**src/rtl/resv_pkg.sv**
```systemverilog
package resv_pkg;

   typedef enum logic [1:0] {
      KIND_READ  = 2'd0,
      KIND_STORE = 2'd1,
      KIND_LL    = 2'd2,
      KIND_SC    = 2'd3
   } cmp_kind_t;

endpackage

```
**src/rtl/resv_slot.sv**
```systemverilog
module resv_slot #(
   parameter int AW   = 26,
   parameter int IW   = 6,
   parameter int NENT = 4,
   parameter int RW   = 2
) (
   input  logic          clk,
   input  logic          rst_n,
   input  logic [AW-1:0] look_line,
   input  logic          alloc,
   input  logic          set_own,
   input  logic          clear,
   input  logic          age_up,
   input  logic          age_dn,
   input  logic [AW-1:0] new_line,
   input  logic [IW-1:0] new_id,
   output logic          vld,
   output logic [AW-1:0] line,
   output logic [IW-1:0] owner,
   output logic [RW-1:0] rank,
   output logic          hit
);

   assign hit = vld && (line == look_line);

   always_ff @(posedge clk) begin
      if (!rst_n) begin
         vld   <= 1'b0;
         line  <= '0;
         owner <= '0;
         rank  <= '0;
      end else if (alloc) begin
         vld   <= 1'b1;
         line  <= new_line;
         owner <= new_id;
         rank  <= '0;
      end else begin
         if (clear)   vld   <= 1'b0;
         if (set_own) owner <= new_id;
         if (age_up)  rank  <= rank + 1'b1;
         if (age_dn)  rank  <= rank - 1'b1;
      end
   end

   AST_AGE_EXCL: assert property (@(posedge clk) disable iff (!rst_n)
      !(age_up && age_dn));
   AST_NO_WRAP: assert property (@(posedge clk) disable iff (!rst_n)
      (vld && age_up) |-> (32'(rank) < NENT - 1));
   AST_NO_UNDER: assert property (@(posedge clk) disable iff (!rst_n)
      (vld && age_dn) |-> (rank != '0));
   AST_ALLOC_FREE: assert property (@(posedge clk) disable iff (!rst_n)
      alloc |-> !vld || (32'(rank) == NENT - 1));

endmodule

```
**src/rtl/resv_pick.sv**
```systemverilog
module resv_pick #(
   parameter int NENT = 4,
   parameter int RW   = 2
) (
   input  logic [NENT-1:0] vld,
   input  logic [RW-1:0]   rank [NENT],
   output logic [NENT-1:0] sel
);

   logic [NENT-1:0] free_sel;
   logic [NENT-1:0] old_sel;

   always_comb begin
      logic found;
      found    = 1'b0;
      free_sel = '0;
      for (int i = 0; i < NENT; i++) begin
         if (!vld[i] && !found) begin
            free_sel[i] = 1'b1;
            found       = 1'b1;
         end
      end
   end

   for (genvar g = 0; g < NENT; g++) begin : g_old
      assign old_sel[g] = (32'(rank[g]) == NENT - 1);
   end

   assign sel = (&vld) ? old_sel : free_sel;

endmodule

```
**src/rtl/resv_monitor.sv**
```systemverilog
module resv_monitor #(
   parameter int AW   = 26,
   parameter int IW   = 6,
   parameter int NENT = 4
) (
   input  logic          clk,
   input  logic          rst_n,
   input  logic          cmp_valid,
   input  logic [AW-1:0] cmp_line,
   input  logic [1:0]    cmp_kind,
   input  logic [IW-1:0] cmp_id,
   output logic          res_valid,
   output logic          res_ok,
   output logic          res_value
);
   import resv_pkg::*;

   localparam int RW = (NENT > 1) ? $clog2(NENT) : 1;

   if (NENT < 2) begin : g_chk_nent
      $error("resv_monitor: NENT must be at least 2");
   end
   if (AW < 1 || IW < 1) begin : g_chk_width
      $error("resv_monitor: AW and IW must be positive");
   end

   logic [NENT-1:0] vld_v, hit_v, alloc_v, own_v, clr_v, up_v, dn_v, pick_v;
   logic [AW-1:0]   line_a  [NENT];
   logic [IW-1:0]   owner_a [NENT];
   logic [RW-1:0]   rank_a  [NENT];

   logic          is_ll, is_sc, is_st, any_hit, do_alloc, sc_win, clr_any;
   logic [IW-1:0] hit_owner;
   logic [RW-1:0] clr_rank;

   assign is_ll = cmp_valid && (cmp_kind_t'(cmp_kind) == KIND_LL);
   assign is_sc = cmp_valid && (cmp_kind_t'(cmp_kind) == KIND_SC);
   assign is_st = cmp_valid && (cmp_kind_t'(cmp_kind) == KIND_STORE);

   assign any_hit  = |hit_v;
   assign do_alloc = is_ll && !any_hit;
   assign clr_any  = (is_sc || is_st) && any_hit;

   always_comb begin
      hit_owner = '0;
      clr_rank  = '0;
      for (int i = 0; i < NENT; i++) begin
         hit_owner = hit_owner | (owner_a[i] & {IW{hit_v[i]}});
         clr_rank  = clr_rank  | (rank_a[i]  & {RW{hit_v[i]}});
      end
   end

   assign sc_win = is_sc && any_hit && (hit_owner == cmp_id);

   resv_pick #(.NENT(NENT), .RW(RW)) u_pick (
      .vld  (vld_v),
      .rank (rank_a),
      .sel  (pick_v)
   );

   for (genvar g = 0; g < NENT; g++) begin : g_slot
      assign alloc_v[g] = do_alloc && pick_v[g];
      assign own_v[g]   = is_ll && hit_v[g];
      assign clr_v[g]   = (is_sc || is_st) && hit_v[g];
      assign up_v[g]    = do_alloc && !pick_v[g] && vld_v[g];
      assign dn_v[g]    = clr_any && vld_v[g] && (rank_a[g] > clr_rank);

      resv_slot #(.AW(AW), .IW(IW), .NENT(NENT), .RW(RW)) u_slot (
         .clk       (clk),
         .rst_n     (rst_n),
         .look_line (cmp_line),
         .alloc     (alloc_v[g]),
         .set_own   (own_v[g]),
         .clear     (clr_v[g]),
         .age_up    (up_v[g]),
         .age_dn    (dn_v[g]),
         .new_line  (cmp_line),
         .new_id    (cmp_id),
         .vld       (vld_v[g]),
         .line      (line_a[g]),
         .owner     (owner_a[g]),
         .rank      (rank_a[g]),
         .hit       (hit_v[g])
      );
   end

   always_ff @(posedge clk) begin
      if (!rst_n) begin
         res_valid <= 1'b0;
         res_ok    <= 1'b0;
         res_value <= 1'b0;
      end else begin
         res_valid <= cmp_valid;
         res_ok    <= cmp_valid && (!(cmp_kind_t'(cmp_kind) == KIND_SC) || sc_win);
         res_value <= sc_win;
      end
   end

   function automatic logic held(input logic [AW-1:0] a, input logic [NENT-1:0] v,
                                 input logic [AW-1:0] l [NENT]);
      logic r;
      r = 1'b0;
      for (int i = 0; i < NENT; i++) r = r | (v[i] && (l[i] == a));
      return r;
   endfunction

   AST_HIT_ONEHOT: assert property (@(posedge clk) disable iff (!rst_n)
      $onehot0(hit_v));
   AST_LL_HOLDS: assert property (@(posedge clk) disable iff (!rst_n)
      is_ll |=> held($past(cmp_line), vld_v, line_a));
   AST_SC_CLEARS: assert property (@(posedge clk) disable iff (!rst_n)
      is_sc |=> !held($past(cmp_line), vld_v, line_a));
   AST_ST_CLEARS: assert property (@(posedge clk) disable iff (!rst_n)
      is_st |=> !held($past(cmp_line), vld_v, line_a));
   AST_VALUE_OK: assert property (@(posedge clk) disable iff (!rst_n)
      res_value |-> (res_ok && res_valid));
   AST_PULSE_ON: assert property (@(posedge clk) disable iff (!rst_n)
      cmp_valid |=> res_valid);
   AST_PULSE_OFF: assert property (@(posedge clk) disable iff (!rst_n)
      !cmp_valid |=> !res_valid);
   AST_ONE_VICTIM: assert property (@(posedge clk) disable iff (!rst_n)
      do_alloc |-> ($countones(pick_v) == 1));

endmodule

```
**config.mk**
```make
export PLATFORM = sky130hd
export DESIGN_NAME = resv_monitor
export DESIGN_NICKNAME = d
export VERILOG_FILES = /design/src/rtl/resv_pkg.sv /design/src/rtl/resv_slot.sv /design/src/rtl/resv_pick.sv /design/src/rtl/resv_monitor.sv
export SDC_FILE = /design/constraint.sdc
export NUM_CORES = 1
export LEC_CHECK = 0
export CORE_MARGIN = 4
export CORE_UTILIZATION = 55
export DETAILED_ROUTE_END_ITERATION = 16
export MAX_ROUTING_LAYER = met4
export PLACE_DENSITY = 0.74
export SYNTH_ARGS = -nofsm -noshare
export SYNTH_HDL_FRONTEND = slang
export SYNTH_SLANG_ARGS = --single-unit
export TNS_END_PERCENT = 10
```
**constraint.sdc**
```tcl
create_clock -name clk -period 3.5 [get_ports clk]
set_input_delay 0.35 -clock clk [delete_from_list [all_inputs] [get_ports clk]]
set_output_delay 0.35 -clock clk [all_outputs]
set_load 0.01 [all_outputs]
```
## Yosys cells after proc, flatten, opt, wreduce, memory -nomap -nowiden

Cells that the tools add are included.

- Bits in registers: 143
- Input bits: 37
- Output and inout bits: 3
- Word-level logic and storage cells: 163

- $add $sub $neg: 8
- $lt $le $gt $ge: 4
- Equality and inequality tests: 12
- Mux-type cells: 31
- Bitwise operators: 15
- Reduce and logical (&&, ||, !) cells: 74

Operators with widths:

| cell | count |
|---|---|
| $eq 26x26->1 | 4 |
| $mux 6 | 8 |
| $logic_and 1x1->1 | 43 |
| $and 6x6->6 | 4 |
| $reduce_bool 2->1 | 12 |
| $or 6x6->6 | 3 |
| $mux 2 | 8 |
| $mux 1 | 14 |
| $eq 2x2->1 const B | 6 |
| $logic_not 1->1 | 11 |
| $add 2x1->2 const B | 4 |
| $and 2x2->2 | 4 |
| $gt 2x2->1 | 4 |
| $reduce_or 2->1 | 4 |
| $sub 2x1->2 const B | 4 |
| $eq 6x6->1 | 1 |
| $or 2x2->2 | 3 |
| $mux 4 | 1 |
| $reduce_and 4->1 | 1 |
| $reduce_or 4->1 | 1 |
| $eq 2x1->1 const B | 1 |
| $logic_or 1x1->1 | 2 |
| $not 1->1 | 1 |

## Longest topological paths before layout

- Word-level depth: 15
- Depth in mapped cells: 11

## Modules after synthesis

From an unflattened synthesis, not the netlist that was laid out.

- Cells, all modules: 729
- Area, all modules: 7214.4 um2

Modules (own cells, without submodules):

| module | times used | cells an instance | area an instance (um2) | seq. area each (um2) |
|---|---|---|---|---|
| resv_slot | 4 | 157 | 1609.0 | 700.7 |
| resv_monitor | 1 | 90 | 723.2 | 60.1 |
| resv_pick | 1 | 11 | 55.1 | 0.0 |

## Worst setup path before layout

No wires, ideal clock.

- Path kind: input to register
- Start point: input cmp_line[20]
- End point: register g_slot[0].u_slot.rank[0]
- Library setup time: 116 ps
- Arrival: 2671 ps
- Path slack: 713 ps
- Cell stages on the path: 11
- Buffers on the path: 1
- Cell sequence: buf_2 > xnor2_2 > nand4_1 > nor4_4 > nand2_1 > o2111ai_1 > ha_1 > nor2_1 > o21ai_0 > a21o_1 > a41o_1

- Longest elaborated chain between the ends: 9
- Elaborated cells between the ends (all ways): 28
- Those cells by class: order compare: 1; eq/ne: 4; mux: 1; bitwise: 7; reduce/logical: 15

Ends and longest elaborated chain:

| item | line | RTL |
|---|---|---|
| from (decl) | resv_monitor.sv:9 | `input logic [AW-1:0] cmp_line,` |
| $eq 26x26->1 | resv_slot.sv:24 | `assign hit = vld && (line == look_line);` |
| $logic_and 1x1->1 | resv_slot.sv:24 |  |
| $and 2x2->2 | resv_monitor.sv:49 | `clr_rank = clr_rank \| (rank_a[i] & {RW{hit_v[i]}});` |
| $or 2x2->2 (3 in a row) | resv_monitor.sv:49 |  |
| $gt 2x2->1 | resv_monitor.sv:66 | `assign dn_v[g] = clr_any && vld_v[g] && (rank_a[g] > clr_rank);` |
| $logic_and 1x1->1 | resv_monitor.sv:66 |  |
| $mux 2 or $reduce_bool 2->1 (tied branches) | - |  |
| to (signal assigned) | resv_slot.sv:40 | `if (age_up) rank <= rank + 1'b1;` |
| to (signal assigned) | resv_slot.sv:41 | `if (age_dn) rank <= rank - 1'b1;` |
| to (decl) | resv_slot.sv:20 | `output logic [RW-1:0] rank,` |

Parallel ways exist; a longest one is shown, timed or not.
A chain may end at the register's enable or synchronous reset.

## Final worst setup path

- Start point: input cmp_line[3]
- End point: register g_slot[0].u_slot.rank[0]

The elaborated chain is that of the path after synthesis.

==> flow_metrics.py <==
metrics = {
    "floorplanning": {
        "coreArea_um2": 14000,
        "io_pins": 40,
        "start_util": 0.568,
        "die_area_um2": 16500,
        "rows": 43,
        "die_x_um": 128,
        "die_h_um": 128,
    },
    "critical_path": {
        "crit_fanout": 6,
        "crit_path_end_kind": "register",
        "cp-start-kind": "input port",
        "crit_path_max_incr_delay_ns": 0.55,
        "timing.rr.start": "g_slot[1].u_slot.line[3]",
        "crit_chain": "clkdlybuf4s50_1, xnor2_1, nand4_1, nor4_4, nand2_1, o2111ai_1, ha_1, nor2_1, o21ai_0, a21o_1, a41o_1",
        "cp.required_ns": 3.82,
        "path_class": "in -> reg",
        "arrival_ns": 3.55,
        "critPathSlowestCell": "clkdlybuf4s50_1",
        "crit_start": "cmp_line[3]",
    },
    "logic_synthesis": {
        "synth_top_cell_by_area": "dfxtp_1",
        "synth_seq_area_share": 0.359,
        "synth_cells": 866,
        "syn-mean-instance-area_um2": 9.21,
        "synth_area_um2": 7980,
        "yosys-top-cells-count": "dfxtp_1, xnor2_1, mux2i_1",
        "yosysMostFrequentCell": "dfxtp_1",
        "synth_warnings": 0,
        "ys_ff_latch": 143,
        "synthArstFlopShare": 0,
        "synth_cell_type_count": 57,
        "syn_nets": 907,
        "synth_edf_count": 0,
        "synthFlopType": "dfxtp_1",
        "synthTopCellsByArea": "dfxtp_1, xnor2_1, mux2i_1, nor2b_1, a21boi_0",
        "synth_top_area_share": 0.359,
    },
    "power": {
        "finalPower_mw": 3.94,
        "ir_drop_mv": 0.400,
        "p_leak_nw": 3.32,
        "power_density_nw_per_um2": 423,
    },
    "cells_and_area": {
        "area_growth_pct": 16.6,
        "nNetsFinal": 948,
        "fin_area_um2": 9300,
        "utilization": 0.662,
        "antenna_cells": 0,
        "drive_above_1_share": 0.133,
    },
    "grt": {
        "grt_usage": 0.298,
        "grt_max_degree": 89,
        "grt_pass1_wl_mm": 36.7,
        "grt_pass1_vias": 6560,
        "grt-ovfl-total": 0,
        "antenna_found_initial": 0,
    },
    "job": {
        "max_cap_viol_count": 0,
    },
    "min_path": {
        "hp-start": "g_slot[3].u_slot.line[2]",
        "hold_path.class": "reg -> reg",
    },
    "clocking": {
        "htree_levels": 4,
        "clock-root-buffer": "clkbuf_16",
        "cts_made_buffers": 17,
        "ctsResizeCount": 0,
        "cts_tree": "built",
        "insertion_delay_ns": 0.43,
        "cts_setup_buffers": 0,
        "clk_path_buf_depth": 2,
        "clk_pin_slew_ns": 0.06,
        "ctsHoldBuffers": 0,
        "cts.sinks": 143,
    },
    "timing": {
        "max_slew_margin": 0.439,
        "finalSetupViolCount": 0,
        "layout_setup_ws_ns": 0.266,
        "hold_violations": 0,
        "max_freq_mhz": 309,
        "finalCritPeriodShare": 0.924,
        "tns_ns": 0,
        "finalMaxSlewViolations": 0,
        "worst_slew_pin_slew_ns": 0.840,
        "rsz0062_at_grt": "false",
        "layout_min_cycle_time_ns": 3.23,
        "fin_worst_skew_ns": 0.0101,
    },
    "place": {
        "place_congestion": 0.969,
        "port-buffer-count": 39,
        "dp_slack_ns": -0.0671,
        "hpwl_mm": 16.8,
        "place_area_um2": 8680,
    },
    "routing": {
        "route.detailed.drc": 0,
        "first_iter_violations": 578,
        "num_vias": 6696,
        "wirelength_mm": 23.5,
        "antenna_left": 0,
        "avgRoutedWirePerCell_um": 21.3,
        "drt_pre_antenna_iters": 5,
        "via_per_inst": 6.09,
    },
    "run_status": {
        "run_status": "finished clean",
    },
}
-- cell usage in the layout, fill, tap and decap left out, types with 3 or more instances in the layout --
cell             count
o21a_1               4
mux2i_1             82
ha_1                 4
nor4_1               8
maj3_2               3
clkinv_2             3
nor2_1               9
nand2_1             71
a31oi_1              5
buf_4               48
a21boi_0            48
clkinv_4             3
nor4_4               6
clkinvlp_4           3
and2_1               3
nor3_1               3
xor2_1               4
nor2b_1             76
bufinv_16            3
clkbuf_16           17
xnor2_1             97
o21ai_0             58
a41oi_2              3
and3_1               4
a21boi_1             6
o211ai_1             8
xnor2_2              8
buf_12               7
dfxtp_1            143
inv_1                9
o21ai_2              4
nand3_1             44
nand4_1             52
clkdlybuf4s50_1     38
-- per-layer routing --
metal,global-route usage,vias up,routed length (µm),part of all wire
met5,-,-,0,0
met4,0.136,0,1100,0.047
met3,0.0598,70,1350,0.057
met2,0.480,238,11200,0.48
met1,0.360,3272,9840,0.42
li1,-,3116,-,-
-- kinds of logic (layout without fill, tap and decap cells) --
kind of cell	after synthesis	after routing	share of synthesized area
AOI/OAI and AO/OA	152	152	0.132
xor gates and xnor gates	109	109	0.127
adders and majority gates	7	7	0.0105
buffers and inverters	80	134	0.0544
DFF	143	143	0.359
muxes	83	83	0.104
and+or+nand+nor	292	292	0.213
-- registers in the layout, summed over array words and instances, names as in the netlist --
| register | count |
|---|---|
| g_slot.u_slot.line | 104 |
| g_slot.u_slot.owner | 24 |
| g_slot.u_slot.rank | 8 |
| g_slot.u_slot.vld | 4 |
| res_ok | 1 |
| res_valid | 1 |
| res_value | 1 |
-- power breakdown --
group	switching, mW	internal (mW)	leakage [nW]	total, mW
logic	0.222	0.174	1.87	0.395
registers	0.0125	1.65	1.15	1.66
clock network	0.726	1.16	0.295	1.88
-- worst max-delay path, delay by kind of cell --
family	cells	cell delay [ns]
AOI/OAI and AO/OA	4	1.10
and+or+nand+nor	4	0.87
buffers and inverters	1	0.55
xor gates and xnor gates	1	0.35
adders and majority gates	1	0.33
-- worst paths after layout --
check / endpoint / slack (ns) / cells after the start
min: g_slot[3].u_slot.line[2] / 0.49 / 2
max reg2reg: g_slot[0].u_slot.rank[0] / 0.51 / 10
max: g_slot[0].u_slot.rank[0] / 0.27 / 11
min reg2reg: g_slot[3].u_slot.line[2] / 0.49 / 2
-- layout make-up --
cell class | count | area [µm²]
fill | 1126 | 4740
inverter | 9 | 33.8
sequential | 143 | 2860
clock buffer | 19 | 453
multi-input combinational | 643 | 4680
timing repair buffer | 93 | 881
tap | 180 | 225
clock inverter | 13 | 163
-- through the flow --
step	instances	hold slack (ns)
after detailed placement	1068	0.481
after global routing	1100	0.513
final	1100	0.490
after global placement	1068	0.474
after floorplan	866	0.465
after CTS	1100	0.489
Power figures use the tool's default switching activity.
